### src/rtl/pcit_pkg.sv
package pcit_pkg;

   // Command codes on the lane lines during the address phase
   localparam logic [3:0] CMD_MEM_RD = 4'b0110;
   localparam logic [3:0] CMD_MEM_WR = 4'b0111;

   typedef enum logic [2:0] {
      ST_IDLE,   // bus watched, nothing driven
      ST_DEC,    // cycle after address edge (turnaround)
      ST_DATA,   // selected, ready asserted
      ST_HOLD,   // selected, stop without ready
      ST_ABT1,   // selected, nothing else (abort pending)
      ST_ABT2,   // select released, stop asserted
      ST_FIN,    // all responses driven high for one cycle
      ST_IGN     // access belongs to someone else
   } pcit_st_e;

endpackage

### src/rtl/pcit_decode.sv
module pcit_decode
   import pcit_pkg::*;
#(
   parameter int          BUS_W    = 32,
   parameter int          IDX_W    = 4,
   parameter logic [31:0] WIN_BASE = 32'h0004_0000
) (
   input  logic             clk,
   input  logic             rst_n,
   input  logic             cyc_n,
   input  logic [BUS_W-1:0] mux_in,
   input  logic [3:0]       lane_n,
   output logic             start,
   output logic             claim,
   output logic             is_wr,
   output logic [IDX_W-1:0] idx0
);

   localparam int TAG_LO = IDX_W + 2;

   logic cyc_prev_n;
   logic in_win;
   logic is_rd;

   always_ff @(posedge clk or negedge rst_n) begin
      if (!rst_n) cyc_prev_n <= 1'b1;
      else        cyc_prev_n <= cyc_n;
   end

   // framing only falls at the address phase
   assign start  = !cyc_n && cyc_prev_n;
   assign in_win = (mux_in[BUS_W-1:TAG_LO] == WIN_BASE[BUS_W-1:TAG_LO]);
   assign is_rd  = (lane_n == CMD_MEM_RD);
   assign is_wr  = (lane_n == CMD_MEM_WR);
   assign claim  = start && in_win && (is_rd || is_wr);
   assign idx0   = mux_in[TAG_LO-1:2];

endmodule

### src/rtl/pcit_regs.sv
module pcit_regs #(
   parameter int BUS_W = 32,
   parameter int WORDS = 16,
   parameter int IDX_W = 4
) (
   input  logic               clk,
   input  logic               we,
   input  logic [IDX_W-1:0]   idx,
   input  logic [BUS_W/8-1:0] lane_n,
   input  logic [BUS_W-1:0]   wdata,
   output logic [BUS_W-1:0]   rdata
);

   localparam int LANES = BUS_W / 8;

   for (genvar b = 0; b < LANES; b++) begin : g_lane
      logic [7:0] lane_mem [WORDS];

      always_ff @(posedge clk) begin
         if (we && !lane_n[b]) lane_mem[idx] <= wdata[8*b +: 8];
      end

      assign rdata[8*b +: 8] = lane_mem[idx];
   end

endmodule

### src/rtl/pcit_ctrl.sv
module pcit_ctrl
   import pcit_pkg::*;
#(
   parameter int WORDS = 16,
   parameter int IDX_W = 4
) (
   input  logic             clk,
   input  logic             rst_n,
   input  logic             start,
   input  logic             claim,
   input  logic             is_wr,
   input  logic [IDX_W-1:0] idx0,
   input  logic             busy,
   input  logic             fault,
   input  logic             cyc_n,
   input  logic             ini_rdy_n,
   output logic [IDX_W-1:0] idx,
   output logic             we,
   output logic             mux_oe,
   output logic             sel_n,
   output logic             rdy_n,
   output logic             halt_n,
   output logic             ctl_oe
);

   localparam logic [IDX_W-1:0] LAST = IDX_W'(WORDS - 1);

   pcit_st_e st;
   logic     wr_q, busy_q, fault_q;
   logic     at_end;
   logic     xfer;

   assign at_end = (idx == LAST);
   assign xfer   = (st == ST_DATA) && !ini_rdy_n;

   always_ff @(posedge clk or negedge rst_n) begin
      if (!rst_n) begin
         st      <= ST_IDLE;
         idx     <= '0;
         wr_q    <= 1'b0;
         busy_q  <= 1'b0;
         fault_q <= 1'b0;
      end else begin
         unique case (st)
            ST_IDLE: if (start) begin
               if (claim) begin
                  st      <= ST_DEC;
                  idx     <= idx0;
                  wr_q    <= is_wr;
                  busy_q  <= busy;
                  fault_q <= fault;
               end else begin
                  st <= ST_IGN;
               end
            end
            ST_DEC: begin
               if (fault_q)     st <= ST_ABT1;
               else if (busy_q) st <= ST_HOLD;
               else             st <= ST_DATA;
            end
            ST_DATA: if (xfer) begin
               idx <= idx + 1'b1;
               if (cyc_n)       st <= ST_FIN;
               else if (at_end) st <= ST_HOLD;
            end
            ST_HOLD: if (cyc_n) st <= ST_FIN;
            ST_ABT1: st <= ST_ABT2;
            ST_ABT2: if (cyc_n) st <= ST_FIN;
            ST_FIN:  st <= ST_IDLE;
            ST_IGN:  if (cyc_n && ini_rdy_n) st <= ST_IDLE;
            default: st <= ST_IDLE;
         endcase
      end
   end

   always_comb begin
      sel_n  = !(st inside {ST_DATA, ST_HOLD, ST_ABT1});
      rdy_n  = (st != ST_DATA);
      halt_n = !((st == ST_HOLD) || (st == ST_ABT2) ||
                 ((st == ST_DATA) && at_end));
      ctl_oe = (st inside {ST_DATA, ST_HOLD, ST_ABT1, ST_ABT2, ST_FIN});
      mux_oe = (st == ST_DATA) && !wr_q;
      we     = xfer && wr_q;
   end

endmodule

### src/rtl/pcit_target.sv
module pcit_target
   import pcit_pkg::*;
#(
   parameter int          BUS_W     = 32,
   parameter int          WIN_WORDS = 16,
   parameter logic [31:0] WIN_BASE  = 32'h0004_0000
) (
   input  logic               clk,
   input  logic               rst_n,
   input  logic               cyc_n,
   input  logic               ini_rdy_n,
   input  logic [BUS_W-1:0]   mux_in,
   input  logic [BUS_W/8-1:0] lane_n,
   input  logic               lcl_busy,
   input  logic               lcl_fault,
   output logic [BUS_W-1:0]   mux_out,
   output logic               mux_oe,
   output logic               sel_n,
   output logic               rdy_n,
   output logic               halt_n,
   output logic               ctl_oe
);

   localparam int IDX_W = $clog2(WIN_WORDS);

   initial begin
      assert (BUS_W == 32)
         else $error("pcit_target: only a 32-bit bus is supported");
      assert (WIN_WORDS >= 2 && (1 << IDX_W) == WIN_WORDS)
         else $error("pcit_target: WIN_WORDS must be a power of two >= 2");
      assert ((WIN_BASE & (32'(WIN_WORDS * 4) - 32'd1)) == 32'd0)
         else $error("pcit_target: WIN_BASE must be aligned to the window");
   end

   logic             start, claim, is_wr, we;
   logic [IDX_W-1:0] idx0, idx;

   pcit_decode #(.BUS_W(BUS_W), .IDX_W(IDX_W), .WIN_BASE(WIN_BASE)) u_dec (
      .clk   (clk),
      .rst_n (rst_n),
      .cyc_n (cyc_n),
      .mux_in(mux_in),
      .lane_n(lane_n[3:0]),
      .start (start),
      .claim (claim),
      .is_wr (is_wr),
      .idx0  (idx0)
   );

   pcit_ctrl #(.WORDS(WIN_WORDS), .IDX_W(IDX_W)) u_ctl (
      .clk      (clk),
      .rst_n    (rst_n),
      .start    (start),
      .claim    (claim),
      .is_wr    (is_wr),
      .idx0     (idx0),
      .busy     (lcl_busy),
      .fault    (lcl_fault),
      .cyc_n    (cyc_n),
      .ini_rdy_n(ini_rdy_n),
      .idx      (idx),
      .we       (we),
      .mux_oe   (mux_oe),
      .sel_n    (sel_n),
      .rdy_n    (rdy_n),
      .halt_n   (halt_n),
      .ctl_oe   (ctl_oe)
   );

   pcit_regs #(.BUS_W(BUS_W), .WORDS(WIN_WORDS), .IDX_W(IDX_W)) u_regs (
      .clk   (clk),
      .we    (we),
      .idx   (idx),
      .lane_n(lane_n),
      .wdata (mux_in),
      .rdata (mux_out)
   );

   // ---------------- protocol checks ----------------
   logic claim_d;
   always_ff @(posedge clk or negedge rst_n) begin
      if (!rst_n) claim_d <= 1'b0;
      else        claim_d <= claim;
   end


   claim_early_chk: assert property (@(posedge clk) disable iff (!rst_n)
      claim |=> sel_n);

   claim_medium_chk: assert property (@(posedge clk) disable iff (!rst_n)
      claim_d |=> !sel_n);

   read_turn_chk: assert property (@(posedge clk) disable iff (!rst_n)
      claim |=> (!mux_oe && rdy_n));

   rdy_hold_chk: assert property (@(posedge clk) disable iff (!rst_n)
      (!rdy_n && ini_rdy_n) |=> (!rdy_n && $stable(mux_out)));

   stop_hold_chk: assert property (@(posedge clk) disable iff (!rst_n)
      (!rdy_n && !halt_n && !ini_rdy_n && !cyc_n) |=> (rdy_n && !halt_n && !sel_n));

   abort_start_chk: assert property (@(posedge clk) disable iff (!rst_n)
      ($rose(sel_n) && !halt_n) |-> ($past(rdy_n) && $past(halt_n)));

   release_chk: assert property (@(posedge clk) disable iff (!rst_n)
      $fell(ctl_oe) |-> ($past(sel_n) && $past(rdy_n) && $past(halt_n)));

   data_drive_chk: assert property (@(posedge clk) disable iff (!rst_n)
      mux_oe |-> (ctl_oe && !sel_n));

endmodule

### config.mk
export PLATFORM = sky130hd
export DESIGN_NAME = pcit_target
export DESIGN_NICKNAME = d
export VERILOG_FILES = /design/src/rtl/pcit_pkg.sv /design/src/rtl/pcit_decode.sv /design/src/rtl/pcit_regs.sv /design/src/rtl/pcit_ctrl.sv /design/src/rtl/pcit_target.sv
export SDC_FILE = /design/constraint.sdc
export NUM_CORES = 1
export LEC_CHECK = 0
export BUFFER_PORTS_ARGS = -buffer_cell sky130_fd_sc_hd__buf_2
export CORE_AREA = 2 2 264 136
export CTS_CLUSTER_SIZE = 12
export DETAILED_ROUTE_END_ITERATION = 10
export DIE_AREA = 0 0 266 138
export GPL_ROUTABILITY_DRIVEN = 0
export GPL_TIMING_DRIVEN = 0
export HOLD_SLACK_MARGIN = 0.02
export PLACE_DENSITY = 0.77
export RECOVER_POWER = 100
export SYNTH_ARGS = -nofsm -noshare
export SYNTH_HDL_FRONTEND = slang
export SYNTH_SLANG_ARGS = --single-unit
### constraint.sdc
create_clock -name clk -period 2.99 [get_ports clk]
set_clock_uncertainty 0.15 [all_clocks]
set_input_delay 0 -clock clk [delete_from_list [all_inputs] [get_ports clk]]
set_output_delay 0 -clock clk [all_outputs]
set_load 0.02 [all_outputs]
==> impl_results.md <==
* Cell taking the most area after synthesis: edfxtp_1
* # port buffers at 78
* Total of max-cap violations at 0
* Cell Pwr Density at about 860 mW/mm^2
* Die area at 0.0367 mm^2
* Finished Layout Cells at 1580
* Drt pass-1 iters at 7
* Mapped cell area at 0.0204 mm^2
* Slew Limit Fails at 0
* Root buf cell: clkbuf_16
* Post-synth top flop: edfxtp_1
* Global-route wire length before repair at between 60000 and 70000 um
* #FFs+latches synth at 523
* Period minus WS final at 3.12 ns
* CTS Buf Count at 49
* Worst path slowest cell: nor2_2
* Pin count of the biggest net entering global routing at 18
* H-tree depth at 2
* Worst Hold Class: input pin to flop
* Initial antenna violation count at 0
* Core area at 0.0348 mm^2
* Top-count cell post-synth: edfxtp_1
* Worst path cell trace: clkbuf_1 > clkbuf_2 > buf_2 > nand3_1 > nor2_2
* Worst Setup Start Kind: flop
* Syn Nets at 938
* Die W at about 270 um
* IO Count at roughly 80
* HPWL after DPL at around 30000 um
* Crit Path Category: flop to flop
* Critical Path RT at 3.04 ns
* Placed insts at approximately 1.4k
* Initial DRC count at 1602
* Die Y at between 100 and 150 um
* Clock sink count at roughly 520
* Sequential area share after synthesis at roughly 77%
* WL/cell at 31.2 um
* Area share of the largest cell type after synthesis at 75.5%
* Routed WL at 49200 um
* Crit-path max FO at 10
* P_leak at 7.45 nW
* Vias/cell at 6.64
* DRC violations left at 0
* Fin nets at 1129
* Total Neg Setup Slack at -6.86 ns
* Place WS at -0.856 ns
* Diodes inserted at 0
* Tcrit/Tclk final at 104%
* Warnings from Yosys at 0
* Overall routing resource usage at 26.8%
* Crit-path max cell delay at 0.65 ns
* Status: complete, but fails checks
* Vias in the first global route at 10.2k
* Syn Inst Count at 892
* Vias at 10.5k
* Std cell rows at 49
* Post-synth top cells: edfxtp_1 (512), mux4_2 (160), nor2_1 (73)
* Grt ovf at 0
* Syn_area_per_cell at between 20 and 25 um^2
* TritonCTS clock tree: yes
* Antenna violation net count after detailed routing at 0
* Max VDD drop at 0.677 mV
* Layout cells sized above 1 at between 30% and 40%
* Critical path endpoint category: flop
* Layout filler cell count at roughly 2.1k
* Post-synth cell types at 40
* RSZ-0062 raised after global routing: true
* Clock slew at reported path FFs at 0.06 ns
* Clock tree buffer depth at 3
* Crit path DAT at approximately 3.2 ns
* Max-slew headroom at 25.7%
* Post-synth EDFFs at 512
* Async S/R FF share, synth at approximately 2.1%
* Final count of negative-setup-slack endpoints at roughly 130
* Final WS setup at -0.132 ns
* Layout area overhead at 17.0%
* Fmax achieved at about 0.32 GHz
* Final core occ at 68.5%
* Final-report hold violation count at 0
* Initial Util at 58.5%
* Failing checks: negative setup slack
* Worst-Skew Late Latency at 0.56 ns
* Actual slew at the worst max-slew pin at 1.11 ns
* Synth top area cells: edfxtp_1 (75%), mux4_2 (18%), nor2_1 (1.3%)
-- what timing repair did --
item                                    CTS  global route
gates resized for setup                  72            90
setup buffers                             0            17
hold buffers                             45             0
endpoints found under the setup margin  454           448
hold endpoints to repair                534             0
pin swaps                                 0            19
gates cloned                              0             0
-- placed cells by master, fill, tap and decap left out, types with 2 or more instances in the layout --
| master | count |
|---|---|
| mux2_1 | 5 |
| a21oi_1 | 2 |
| edfxtp_1 | 512 |
| nor2_2 | 27 |
| nor2_1 | 19 |
| dfrtp_1 | 10 |
| and3_1 | 2 |
| a31oi_1 | 3 |
| clkbuf_2 | 8 |
| nor3_1 | 2 |
| nor4_2 | 2 |
| nor2_4 | 28 |
| clkbuf_1 | 86 |
| buf_2 | 52 |
| nand4b_1 | 2 |
| inv_1 | 4 |
| nor4_1 | 4 |
| ha_1 | 4 |
| clkbuf_4 | 5 |
| nand2_1 | 18 |
| nand3_1 | 7 |
| or2_2 | 4 |
| buf_4 | 10 |
| nor4b_1 | 2 |
| buf_12 | 22 |
| dlygate4sd3_1 | 45 |
| nor2b_1 | 2 |
| clkbuf_16 | 49 |
| mux2i_1 | 5 |
| o21ai_0 | 4 |
| mux4_2 | 160 |
-- kinds of logic (layout without fill, tap and decap cells) --
| group | after synthesis | count (layout) | synth area share, % |
|---|---|---|---|
| simple gates | 123 | 123 | 2.71 |
| xor+xnor | 2 | 2 | 0.0860 |
| compound gates | 16 | 16 | 0.516 |
| fa+ha+maj | 4 | 4 | 0.246 |
| buf+inv | 54 | 283 | 1.39 |
| flops | 523 | 523 | 76.8 |
| mux | 170 | 170 | 18.2 |
-- final cells by class --
cell class | count | area [um^2] | share of cell area, %
inverter | 4 | 15.0 | 0.0630
timing repair buffer | 140 | 1090 | 4.57
sequential | 523 | 15700 | 65.7
buffer | 50 | 407 | 1.71
tap | 459 | 574 | 2.41
clock buffer | 89 | 1390 | 5.82
multi-input combinational | 315 | 4720 | 19.8
-- critical path: cells and delay by family, from the launching register on --
family,cells,cell delay [ns]
buf+inv,3,1.14
simple gates,2,1.09
flops,1,0.36
-- per-stage QoR --
| stage | power [mW] | instance area [um^2] | hold slack (ns) |
|---|---|---|---|
| after floorplan | 12.7 | 20400 | -0.446 |
| after global routing | 21.2 | 23800 | 0.0931 |
| final | 20.5 | 23800 | 0.0879 |
| after detailed placement | 14.6 | 21300 | -0.243 |
| after global placement | 14.5 | 21300 | -0.258 |
| after CTS | 20.3 | 23300 | 0.0255 |
-- per-layer routing --
layer	vias to the layer above	share of wire (%)	track usage, %
met5	-	0	0
met3	101	10	7.18
met2	683	44	37.5
met1	5573	43	43.1
li1	4139	-	-
met4	0	2.6	6.45
-- path summary, 6_finish.rpt --
check,start,to,slack (ns),cells after the start
worst max-delay path,u_ctl.idx[3],u_regs.g_lane[0].lane_mem[12][4],-0.13,5
worst min-delay path,cyc_n,u_dec.cyc_prev_n,0.09,2
worst max register to register,u_ctl.idx[3],u_regs.g_lane[0].lane_mem[12][4],-0.13,5
worst min register to register,u_ctl.st[2],u_ctl.st[0],0.61,3
max in group asynchronous,rst_n,u_ctl.st[1],1.78,3
min in group asynchronous,rst_n,u_ctl.idx[3],0.45,3
-- state kept, by name (all words and copies together) (netlist names) --
name                    flops
u_ctl.wr_q                  1
u_ctl.idx                   4
u_dec.cyc_prev_n            1
u_regs.g_lane.lane_mem    512
u_ctl.busy_q                1
u_ctl.fault_q               1
u_ctl.st                    3
-- power by group --
part	total [mW]	internal [mW]	switching (mW)
logic	6.73	3.03	3.69
registers	8.14	8.09	0.0436
clock network	5.64	3.10	2.54
Power figures use the tool's default switching activity.
